[config.mk]
export PLATFORM = sky130hd
export DESIGN_NAME = cpuclk_gen
export DESIGN_NICKNAME = d
export VERILOG_FILES = /design/src/rtl/cpuclk_pkg.sv /design/src/rtl/cpuclk_regs.sv /design/src/rtl/cpuclk_div.sv /design/src/rtl/cpuclk_gen.sv
export SDC_FILE = /design/constraint.sdc
export NUM_CORES = 1
export LEC_CHECK = 0
export ABC_CLOCK_PERIOD_IN_PS = 2600
export BUFFER_PORTS_ARGS = -buffer_cell sky130_fd_sc_hd__buf_2
export CAP_MARGIN = 30
export CELL_PAD_IN_SITES_DETAIL_PLACEMENT = 1
export CELL_PAD_IN_SITES_GLOBAL_PLACEMENT = 2
export CORE_MARGIN = 2
export CORE_UTILIZATION = 29
export CTS_BUF_LIST = sky130_fd_sc_hd__clkbuf_16
export DETAILED_ROUTE_END_ITERATION = 8
export GPL_TIMING_DRIVEN = 0
export PLACE_DENSITY = 0.86
export SYNTH_ARGS = -nofsm -noshare
export SYNTH_HDL_FRONTEND = slang
export SYNTH_SLANG_ARGS = --single-unit
export TNS_END_PERCENT = 30
[constraint.sdc]
create_clock -name clk_i -period 2.6 [get_ports clk_i]
set_input_delay 0.39 -clock clk_i [delete_from_list [all_inputs] [get_ports clk_i]]
set_output_delay 0.39 -clock clk_i [all_outputs]
set_load 0.02 [all_outputs]
[src/rtl/cpuclk_pkg.sv]
package cpuclk_pkg;
  localparam int CC_DATA_W  = 32;
  localparam int CC_ADDR_W  = 8;
  localparam int CC_N_W     = 9;
  localparam int CC_N_LSB   = 20;
  localparam int CC_SEL_LSB = 2;
  localparam int CC_SRC_BIT = 0;
  localparam int CC_OUT_BIT = 7;
  localparam int CC_NREG    = 2;
  localparam logic [CC_ADDR_W-1:0] CC_DIVN_ADDR = 8'h00;
  localparam logic [CC_ADDR_W-1:0] CC_CTRL_ADDR = 8'h40;

  // ratio code order is decoded by the divider: keep the values
  typedef enum logic [1:0] {
    RATIO_1  = 2'd0,
    RATIO_2  = 2'd1,
    RATIO_3  = 2'd2,
    RATIO_2N = 2'd3
  } ratio_e;
endpackage

[src/rtl/cpuclk_regs.sv]
module cpuclk_regs
  import cpuclk_pkg::*;
#(
  parameter int ADDR_W = CC_ADDR_W,
  parameter int DATA_W = CC_DATA_W,
  parameter int N_W    = CC_N_W
) (
  input  logic              clk_i,
  input  logic              rst_ni,
  input  logic              wr_i,
  input  logic [ADDR_W-1:0] addr_i,
  input  logic [DATA_W-1:0] wdata_i,
  output logic [DATA_W-1:0] rdata_o,
  output logic [N_W-1:0]    div_n_o,
  output ratio_e            ratio_o,
  output logic              src_o,
  output logic              out_sel_o
);
  localparam int NREG = CC_NREG;

  function automatic logic [ADDR_W-1:0] slot_addr(input int idx);
    slot_addr = (idx == 0) ? ADDR_W'(CC_DIVN_ADDR) : ADDR_W'(CC_CTRL_ADDR);
  endfunction

  logic [NREG-1:0][DATA_W-1:0] regs_w;
  logic [NREG-1:0]             hit_w;

  for (genvar gi = 0; gi < NREG; gi++) begin : g_slot
    logic [DATA_W-1:0] q;
    assign hit_w[gi] = (addr_i == slot_addr(gi));
    always_ff @(posedge clk_i) begin
      if (!rst_ni)               q <= '0;
      else if (wr_i && hit_w[gi]) q <= wdata_i;
    end
    assign regs_w[gi] = q;
  end

  always_comb begin
    rdata_o = '0;
    for (int i = 0; i < NREG; i++) begin
      if (hit_w[i]) rdata_o = regs_w[i];
    end
  end

  assign div_n_o   = regs_w[0][CC_N_LSB +: N_W];
  assign ratio_o   = ratio_e'(regs_w[1][CC_SEL_LSB +: 2]);
  assign src_o     = regs_w[1][CC_SRC_BIT];
  assign out_sel_o = regs_w[1][CC_OUT_BIT];

  // a mapped write is held verbatim
  p_write_held_r2: assert property (@(posedge clk_i) disable iff (!rst_ni)
    (wr_i && hit_w[1]) |=> (regs_w[1] == $past(wdata_i)));

  // unmapped writes leave both registers alone
  p_unmapped_ignored_r11: assert property (@(posedge clk_i) disable iff (!rst_ni)
    (wr_i && (hit_w == '0)) |=> $stable(regs_w));
endmodule

[src/rtl/cpuclk_div.sv]
module cpuclk_div
  import cpuclk_pkg::*;
#(
  parameter int N_W = CC_N_W
) (
  input  logic           clk_i,
  input  logic           rst_ni,
  input  logic           xtal_i,
  input  logic           pll_i,
  input  logic           stg_src_i,
  input  ratio_e         stg_ratio_i,
  input  logic [N_W-1:0] stg_n_i,
  output logic           lvl_o
);
  localparam int CNT_W = N_W + 1;

  function automatic logic [CNT_W-1:0] last_of(input ratio_e r, input logic [N_W-1:0] n);
    case (r)
      RATIO_1: last_of = '0;
      RATIO_2: last_of = CNT_W'(1);
      RATIO_3: last_of = CNT_W'(2);
      default: last_of = (n == '0) ? '0 : ({n, 1'b0} - CNT_W'(1));
    endcase
  endfunction

  function automatic logic [CNT_W-1:0] high_of(input ratio_e r, input logic [N_W-1:0] n);
    high_of = (r == RATIO_2N) ? {1'b0, n} : CNT_W'(1);
  endfunction

  function automatic logic is_hold(input ratio_e r, input logic [N_W-1:0] n);
    is_hold = (r == RATIO_2N) && (n == '0);
  endfunction

  logic             x_prev_q, p_prev_q;
  logic             act_src_q;
  ratio_e           act_ratio_q;
  logic [N_W-1:0]   act_n_q;
  logic [CNT_W-1:0] cnt_q;
  logic             lvl_q;

  logic             rise_w, wrap_w, cur_lvl_w, stg_lvl_w;
  logic [CNT_W-1:0] cnt_inc_w;

  always_comb begin
    rise_w    = act_src_q ? (pll_i & ~p_prev_q) : (xtal_i & ~x_prev_q);
    cur_lvl_w = act_src_q ? pll_i : xtal_i;
    stg_lvl_w = stg_src_i ? pll_i : xtal_i;
    wrap_w    = rise_w && (cnt_q == last_of(act_ratio_q, act_n_q));
    cnt_inc_w = cnt_q + CNT_W'(1);
  end

  always_ff @(posedge clk_i) begin
    if (!rst_ni) begin
      x_prev_q    <= 1'b0;
      p_prev_q    <= 1'b0;
      act_src_q   <= 1'b0;
      act_ratio_q <= RATIO_1;
      act_n_q     <= '0;
      cnt_q       <= '0;
      lvl_q       <= 1'b0;
    end else begin
      x_prev_q <= xtal_i;
      p_prev_q <= pll_i;
      if (wrap_w) begin
        cnt_q       <= '0;
        act_src_q   <= stg_src_i;
        act_ratio_q <= stg_ratio_i;
        act_n_q     <= stg_n_i;
        if (is_hold(stg_ratio_i, stg_n_i)) lvl_q <= 1'b0;
        else if (stg_ratio_i == RATIO_1)   lvl_q <= stg_lvl_w;
        else                               lvl_q <= 1'b1;
      end else if (rise_w) begin
        cnt_q <= cnt_inc_w;
        lvl_q <= (cnt_inc_w < high_of(act_ratio_q, act_n_q));
      end else if (act_ratio_q == RATIO_1) begin
        lvl_q <= cur_lvl_w;
      end
    end
  end

  assign lvl_o = lvl_q;

  // period counter never passes the end of its period
  p_cnt_in_period_r7: assert property (@(posedge clk_i) disable iff (!rst_ni)
    cnt_q <= last_of(act_ratio_q, act_n_q));

  // the 2N waveform falls after exactly N source periods
  p_half_fall_r7: assert property (@(posedge clk_i) disable iff (!rst_ni)
    (act_ratio_q == RATIO_2N && rise_w && !wrap_w && cnt_inc_w == {1'b0, act_n_q}) |=> !lvl_q);

  // committed settings move only at a period boundary
  p_commit_on_boundary_r10: assert property (@(posedge clk_i) disable iff (!rst_ni)
    !wrap_w |=> $stable({act_src_q, act_ratio_q, act_n_q}));

  // zero divisor keeps the divided level low
  p_hold_low_r8: assert property (@(posedge clk_i) disable iff (!rst_ni)
    (is_hold(act_ratio_q, act_n_q) && !wrap_w) |=> !lvl_q);

  // divide-by-3 is high for only the first source period
  p_div3_pulse_r6: assert property (@(posedge clk_i) disable iff (!rst_ni)
    (act_ratio_q == RATIO_3 && rise_w && !wrap_w) |=> !lvl_q);

  // divide-by-2 falls at the mid-period edge
  p_div2_fall_r5: assert property (@(posedge clk_i) disable iff (!rst_ni)
    (act_ratio_q == RATIO_2 && rise_w && cnt_q == '0) |=> !lvl_q);
endmodule

[src/rtl/cpuclk_gen.sv]
module cpuclk_gen
  import cpuclk_pkg::*;
#(
  parameter int ADDR_W = CC_ADDR_W,
  parameter int DATA_W = CC_DATA_W,
  parameter int N_W    = CC_N_W
) (
  input  logic              clk_i,
  input  logic              rst_ni,
  input  logic              xtal_i,
  input  logic              pll_i,
  input  logic              reg_wr_i,
  input  logic [ADDR_W-1:0] reg_addr_i,
  input  logic [DATA_W-1:0] reg_wdata_i,
  output logic [DATA_W-1:0] reg_rdata_o,
  output logic              cpu_clk_o
);
  logic [N_W-1:0] div_n_w;
  ratio_e         ratio_w;
  logic           src_w, out_sel_w, div_lvl_w;
  logic           out_q;

  cpuclk_regs #(.ADDR_W(ADDR_W), .DATA_W(DATA_W), .N_W(N_W)) u_regs (
    .clk_i     (clk_i),
    .rst_ni    (rst_ni),
    .wr_i      (reg_wr_i),
    .addr_i    (reg_addr_i),
    .wdata_i   (reg_wdata_i),
    .rdata_o   (reg_rdata_o),
    .div_n_o   (div_n_w),
    .ratio_o   (ratio_w),
    .src_o     (src_w),
    .out_sel_o (out_sel_w)
  );

  cpuclk_div #(.N_W(N_W)) u_div (
    .clk_i       (clk_i),
    .rst_ni      (rst_ni),
    .xtal_i      (xtal_i),
    .pll_i       (pll_i),
    .stg_src_i   (src_w),
    .stg_ratio_i (ratio_w),
    .stg_n_i     (div_n_w),
    .lvl_o       (div_lvl_w)
  );

  // output selector acts immediately so software can park on the crystal
  always_ff @(posedge clk_i) begin
    if (!rst_ni) out_q <= 1'b0;
    else         out_q <= out_sel_w ? div_lvl_w : xtal_i;
  end

  assign cpu_clk_o = out_q;

  // crystal bypass is a one-cycle copy
  p_xtal_bypass_r3: assert property (@(posedge clk_i) disable iff (!rst_ni)
    !out_sel_w |=> (cpu_clk_o == $past(xtal_i)));
endmodule

==> results of run 1 <==
[routing by layer]
| layer | GRT usage, % | up-vias |
|---|---|---|
| li1 | - | 2204 |
| met1 | 20.6 | 2209 |
| met2 | 32.5 | 64 |
| met3 | 3.77 | 16 |
| met4 | 5.69 | 0 |
| met5 | 0 | - |
[through the flow]
step	std cells	hold slack, ns	power (mW)	worst slack (ns)
6_report	907	0.282	2.96	-0.0829
5_1_grt	907	0.283	3.07	-0.163
4_1_cts	903	0.275	2.97	-0.0304
3_5_place_dp	887	0.446	1.62	-0.343
3_3_place_gp	887	0.441	1.61	-0.301
2_1_floorplan	595	0.436	1.53	0.0662
[logic make-up (layout without fill, tap and decap cells)]
| group | after synthesis | in the layout |
|---|---|---|
| AO/OA/AOI/OAI | 128 | 128 |
| multiplexers | 35 | 35 |
| AND/OR/NAND/NOR | 256 | 256 |
| flip-flops | 90 | 90 |
| adder cells (fa/ha/maj) | 10 | 10 |
| XOR/XNOR | 25 | 25 |
| buffers and inverters | 51 | 147 |
[report_power, final]
group          switching, mW  internal [mW]  leakage, nW
combinational          0.135         0.0928         1.33
clock                  0.591          0.752        0.148
sequential           0.00679           1.38        0.731
[final timing paths]
check                                             end  cells after the start                   from  slack (ns)
worst min-delay path            u_regs.g_slot[0].q[8]                      3         reg_wdata_i[8]        0.28
worst max-delay path                 u_div.act_n_q[0]                      8       u_div.act_n_q[1]       -0.08
worst max register to register       u_div.act_n_q[0]                      8       u_div.act_n_q[1]       -0.08
worst min register to register  u_regs.g_slot[0].q[0]                      2  u_regs.g_slot[0].q[0]        0.46
[layout make-up]
class,instances,area (um2)
fillers,1939,9870
multi-input cells,454,2760
flip-flops and latches,90,1820
repair buffers,86,479
well taps,216,270
clock buffers,9,225
plain buffers,39,190
clock inverters,7,73.8
inverters,6,22.5
[worst reg2reg max path, cell delays in order, from the launching register on]
cell and delay (ns):
dfxtp_4 0.36, or4_4 0.58, or3_4 0.37, and4b_1 0.20, o21a_1 0.21, o311ai_4 0.38, clkbuf_8 0.25, o21ai_1 0.08
a21oi_1 0.16
[state kept, by name, indices dropped and copies added (netlist names)]
| signal | count |
|---|---|
| cpu_clk_o | 1 |
| u_div.act_n_q | 9 |
| u_div.act_ratio_q | 2 |
| u_div.act_src_q | 1 |
| u_div.cnt_q | 10 |
| u_div.lvl_o | 1 |
| u_div.p_prev_q | 1 |
| u_div.x_prev_q | 1 |
| u_regs.g_slot.q | 64 |
[layout by cell type (no fill, tap or decap), drive strengths merged, types with 2 or more instances in the layout]
master and instances:
and4b 2, a31oi 3, clkinv 3, o311a 2, or4 3, nor4 3
o211ai 2, mux2i 34, a21o 3, dfxtp 90, xor2 13, a21oi 85
inv 9, nand4 4, nand2 146, buf 90, and3 11, and2 3
or2 2, nor4b 2, or3 2, nand3 18, ha 10, xnor2 12
nor3b 2, nor3 6, clkbuf 44, a211oi 3, nor2 48, o21ai 19
[cells in the mapped netlist (2+ instances only)]
cell type	count	area, um2
nor4_1	3	18.8
o211ai_1	2	15.0
a211oi_2	2	25.0
o21ai_0	18	90.1
or2_2	2	12.5
mux2i_1	34	340
nor3_1	4	20.0
inv_1	5	18.8
xnor2_1	12	105
a31oi_1	3	18.8
nor2_1	48	180
ha_1	10	125
xor2_1	13	114
buf_1	2	7.51
and3_1	10	62.6
or4_4	2	22.5
a21oi_1	85	425
nor3_2	2	20.0
a21o_1	3	22.5
dfxtp_1	90	1800
nand2_1	145	544
nor4b_1	2	17.5
nand3_1	18	90.1
clkbuf_1	38	143
and4b_1	2	20.0
nor3b_1	2	15.0
buf_6	2	22.5
and2_1	3	18.8
or3_1	2	12.5
nand4_1	4	25.0
[timing repair]
action | CTS | global route
setup endpoints to repair | 23 | 23
cloned | 1 | 1
hold buffers | 0 | 0
endpoints found under the hold margin | 0 | 0
gates resized for setup | 37 | 34
pin swaps | 19 | 14
buffers inserted | 4 | 4
==> results.json, run 1 <==
{
  "gp_congestion": 0.791,
  "synth_compound_area_share_pct": 16.4,
  "hp-class": "in -> reg",
  "leakagePower_nw": 2.21,
  "routed_wl_um": 14700,
  "grt_first_pass_wirelength_um": 23600,
  "yosys.area_share.adder_pct": 2.71,
  "dr_total_vias": 4493,
  "antenna_found_initial": 0,
  "clk_pin_slew_ns": 0.07,
  "htreeDepth": 3,
  "ir_drop_mv": 0.277,
  "postLayoutCellArea_um2": 5840,
  "finalSetupTns_ns": -0.349,
  "end_kind": "register",
  "setup_viol": 11,
  "crit_family": "simple AND/OR/NAND/NOR gates",
  "power_density_nw_per_um2": 507,
  "synth_top_family_by_area": "simple AND/OR/NAND/NOR gates",
  "viasPerCell": 4.95,
  "clock.fmax_mhz": 373,
  "globalRouteTotalUtil_pct": 17.8,
  "diodes": 0,
  "grt_max_degree": 17,
  "slew_viol_final": 0,
  "synth_edf_count": 0,
  "timing.final.crit_share_pct": 103,
  "ctsLongestPathBuffers": 2,
  "hpwlAfterDp_um": 10800,
  "synthToLayoutAreaGrowth_pct": 26.7,
  "cap_violations": 0,
  "dr_wl_met3_um": 604,
  "tritoncts": "yes",
  "cts_buffers": 9,
  "drive_above_1_share_pct": 23.6,
  "synth-xor-area-share_pct": 4.75,
  "cts_sinks": 90,
  "syn_area_um2": 4610,
  "rows": 46,
  "critPathArrivalTime_ns": 2.94,
  "yosysSeqAreaShare_pct": 39.1,
  "synthMuxAreaShare_pct": 7.62,
  "cts.root.buffer_cell": "clkbuf_16",
  "crit_buf_inv": 1,
  "num_io_pins": 78,
  "top_layer_used": "met4",
  "setup_slack_ns": -0.0829,
  "syn_nets": 650,
  "worstSkewPairLatency_ns": 0.35,
  "cp_max_fo": 5,
  "crit_path_top_delay_cell": "or4_4",
  "detail_route.wl_per_cell_um": 16.2,
  "synth_cell_types": 57,
  "drcViolationCount": 0,
  "synthCells": 595,
  "synth_simple_gate_area_share_pct": 24.7,
  "synth-seq-cells": 90,
  "grt_remaining_overflow": 0,
  "ant_nets": 0,
  "fin_nets": 741,
  "slew_headroom_pct": 47.8,
  "port_buffers": 76,
  "tightest_slew_ns": 0.782,
  "cpPeakStageDelay_ns": 0.57,
  "finalHoldViolCount": 0,
  "ys.flop_type": "dfxtp_1",
  "dpl_cell_area_um2": 5260,
  "rsz0062_at_grt": "yes",
  "status": "complete, but fails checks",
  "dieArea_um2": 16900,
  "core-area_um2": 15700,
  "finClkSkew_ns": 0.00593,
  "min_period_ns": 2.68,
  "async_reset_ff_share_pct": 0,
  "violations": "negative setup slack",
  "utilization_pct": 37.2,
  "drtIter0Drc": 151,
  "die_w_um": 130,
  "initial_core_util_pct": 29.4,
  "critPathKind": "reg -> reg",
  "synth.avg_cell_area_um2": 7.75,
  "worstPathRequired_ns": 2.86,
  "worstPathCellList": "or4_4, or3_4, and4b_1, o21a_1, o311ai_4, clkbuf_8, o21ai_1, a21oi_1",
  "yosys_warnings": 0,
  "wirelength_met1_um": 6220,
  "first_pass_iters": 4,
  "die_h_um": 130,
  "first_global_vias": 4735,
  "start_kind": "register",
  "wl_met2_um": 7690
}
No activity file was read; power rests on OpenSTA's default activity.
==> inputs of run 2 (changes only) <==
- MAX_ROUTING_LAYER: unset -> met4
==> run 2 against run 1 <==
Compared with the run above: the flow still finishes with violations (negative setup slack); core utilization is the same; sequential cell count is the same; sequential power is essentially flat; wire length grew 0.30%; worst setup slack gained 0.0085 ns; register-to-register slack is essentially flat; via count grew 0.16%; global-route usage grew 0.53 points; maximum frequency grew 0.32%; combinational power is essentially flat; clock power is essentially flat; largest cell class unchanged.
==> results.json, run 2 (synthesized netlist as in run 1, its figures left out) <==
{
  "status": "complete, but fails checks",
  "violations": "negative setup slack",
  "hp-class": "in -> reg",
  "rr_worst_depth": 8,
  "finClkSkew_ns": 0.00776,
  "drcViolationCount": 0,
  "grt_max_degree": 17,
  "finalHoldViolCount": 0,
  "rsz0062_at_grt": "yes",
  "setup_viol": 10,
  "cpPeakStageDelay_ns": 0.57,
  "cap_violations": 0,
  "ir_drop_mv": 0.277,
  "multiInputGateArea_um2": 2760,
  "clk_pin_slew_ns": 0.07,
  "num_io_pins": 78,
  "cts_sinks": 90,
  "globalRouteTotalUtil_pct": 18.3,
  "critPathKind": "reg -> reg",
  "slew_headroom_pct": 48.0,
  "ctsHoldBuffers": 0,
  "tightest_slew_ns": 0.780,
  "tritoncts": "yes",
  "routed_wl_um": 14700,
  "worstHoldStart": "reg_wdata_i[8]",
  "drive_above_1_share_pct": 23.6,
  "ant_nets": 0,
  "rrSetupSlack_ns": -0.07,
  "top_register": "u_regs.g_slot.q",
  "largest_register_ff_count": 64,
  "port_buffers": 76,
  "first_global_vias": 4732,
  "rows": 46,
  "gp_congestion": 0.803,
  "dieArea_um2": 16900,
  "timing.final.crit_share_pct": 103,
  "hpwlAfterDp_um": 10800,
  "clock.fmax_mhz": 374,
  "r2r-start": "u_div.act_n_q[1]",
  "core-area_um2": 15700,
  "detail_route.wl_per_cell_um": 16.3,
  "end_kind": "register",
  "antenna_found_initial": 0,
  "diodes": 0,
  "leakagePower_nw": 2.21,
  "min_period_ns": 2.67,
  "cts.root.buffer_cell": "clkbuf_16",
  "start_kind": "register",
  "worstSkewPairLatency_ns": 0.35,
  "die_h_um": 130,
  "grt_remaining_overflow": 0,
  "whs_ns": 0.282,
  "power_density_nw_per_um2": 506,
  "cp_max_fo": 5,
  "mostFrequentLayoutCells": "145 x nand2_1, 82 x dfxtp_1, 80 x a21oi_1",
  "crit_path_top_delay_cell": "or4_4",
  "worstPathRequired_ns": 2.86,
  "synthToLayoutAreaGrowth_pct": 26.7,
  "utilization_pct": 37.2,
  "power_mw": 2.96,
  "dr_total_vias": 4500,
  "crit-reg2reg-capture": "u_div.act_n_q[0]",
  "die_w_um": 130,
  "final_common_cell": "nand2_1",
  "holdPathEnd": "u_regs.g_slot[0].q[8]",
  "htreeDepth": 3,
  "initial_core_util_pct": 29.4,
  "first_pass_iters": 4,
  "cts_buffers": 9,
  "fill_cells": 1943,
  "worstPathCellList": "or4_4, or3_4, and4b_1, o21a_1, o311ai_4, clkbuf_8, o21ai_1, a21oi_1",
  "setup_slack_ns": -0.0744,
  "top_regs": "u_regs.g_slot.q: 64 flops, u_div.cnt_q: 10 flops, u_div.act_n_q: 9 flops",
  "drtIter0Drc": 148,
  "viasPerCell": 4.96,
  "holdPathStages": 3,
  "fin_nets": 741,
  "critPathArrivalTime_ns": 2.93,
  "slew_viol_final": 0,
  "grt_first_pass_wirelength_um": 23600,
  "ctsLongestPathBuffers": 2,
  "seqCellArea_um2": 1820
}
[run 2: worst max-delay path by stage]
| stage | from | cells past startpoint | endpoint | slack (ns) |
|---|---|---|---|---|
| 6_report | u_div.act_n_q[1] | 8 | u_div.act_n_q[0] | -0.07 |
| 5_1_grt | u_div.act_n_q[1] | 8 | u_div.act_n_q[0] | -0.19 |
| 3_5_place_dp | u_div.act_ratio_q[1] | 12 | u_div.lvl_o | -0.34 |
| 2_1_floorplan | u_div.act_n_q[0] | 10 | u_div.act_n_q[0] | 0.07 |
| 4_1_cts | u_div.act_n_q[2] | 8 | u_div.act_n_q[7] | -0.03 |
| 3_3_place_gp | u_div.act_ratio_q[1] | 12 | u_div.lvl_o | -0.30 |
[run 2: critical path: cells and delay by family, from the launching register on]
kind / cells / cell delay [ns]
buffers and inverters: 1 / 0.24
AO/OA/AOI/OAI: 4 / 0.83
flip-flops: 1 / 0.36
AND/OR/NAND/NOR: 3 / 1.14
[run 2: per-stage QoR]
stage               worst slack [ns]  std cells  cell area, um2  TNS, ns
floorplan                     0.0662        595            4610        0
global placement              -0.301        887            5260    -4.16
detailed placement            -0.343        887            5260    -5.37
CTS                          -0.0304        903            5670   -0.143
global route                  -0.188        907            5840    -2.25
finish                       -0.0744        907            5840   -0.293
[run 2: per-layer routing]
layer / vias to the layer above / track usage [%] / wire [um]
met4: 0 / 4.93 / 243
met5: - / - / 0
met1: 2202 / 20.7 / 6160
li1: 2207 / - / -
met2: 69 / 32.6 / 7720
met3: 22 / 4.06 / 620
[run 2: layout make-up]
cell class	count	share of cell area [%]
timing repair buffer	86	8.20
clock inverter	7	1.26
tap	216	4.63
clock buffer	9	3.86
buffer	39	3.26
multi-input combinational	454	47.3
inverter	6	0.386
sequential	90	31.1
[run 2: timing repair]
item | CTS | global route
resized for setup | 37 | 34
pin swaps | 19 | 14
endpoints found under the setup margin | 23 | 22
buffers inserted | 4 | 4
endpoints found under the hold margin | 0 | 0
gates cloned | 1 | 1
[run 2: report_power, final]
group | internal [mW] | switching, mW | total (mW) | leakage (nW)
registers | 1.38 | 0.00687 | 1.39 | 0.731
clock network | 0.752 | 0.588 | 1.34 | 0.148
logic | 0.0928 | 0.135 | 0.228 | 1.33
total | 2.23 | 0.730 | 2.96 | 2.21
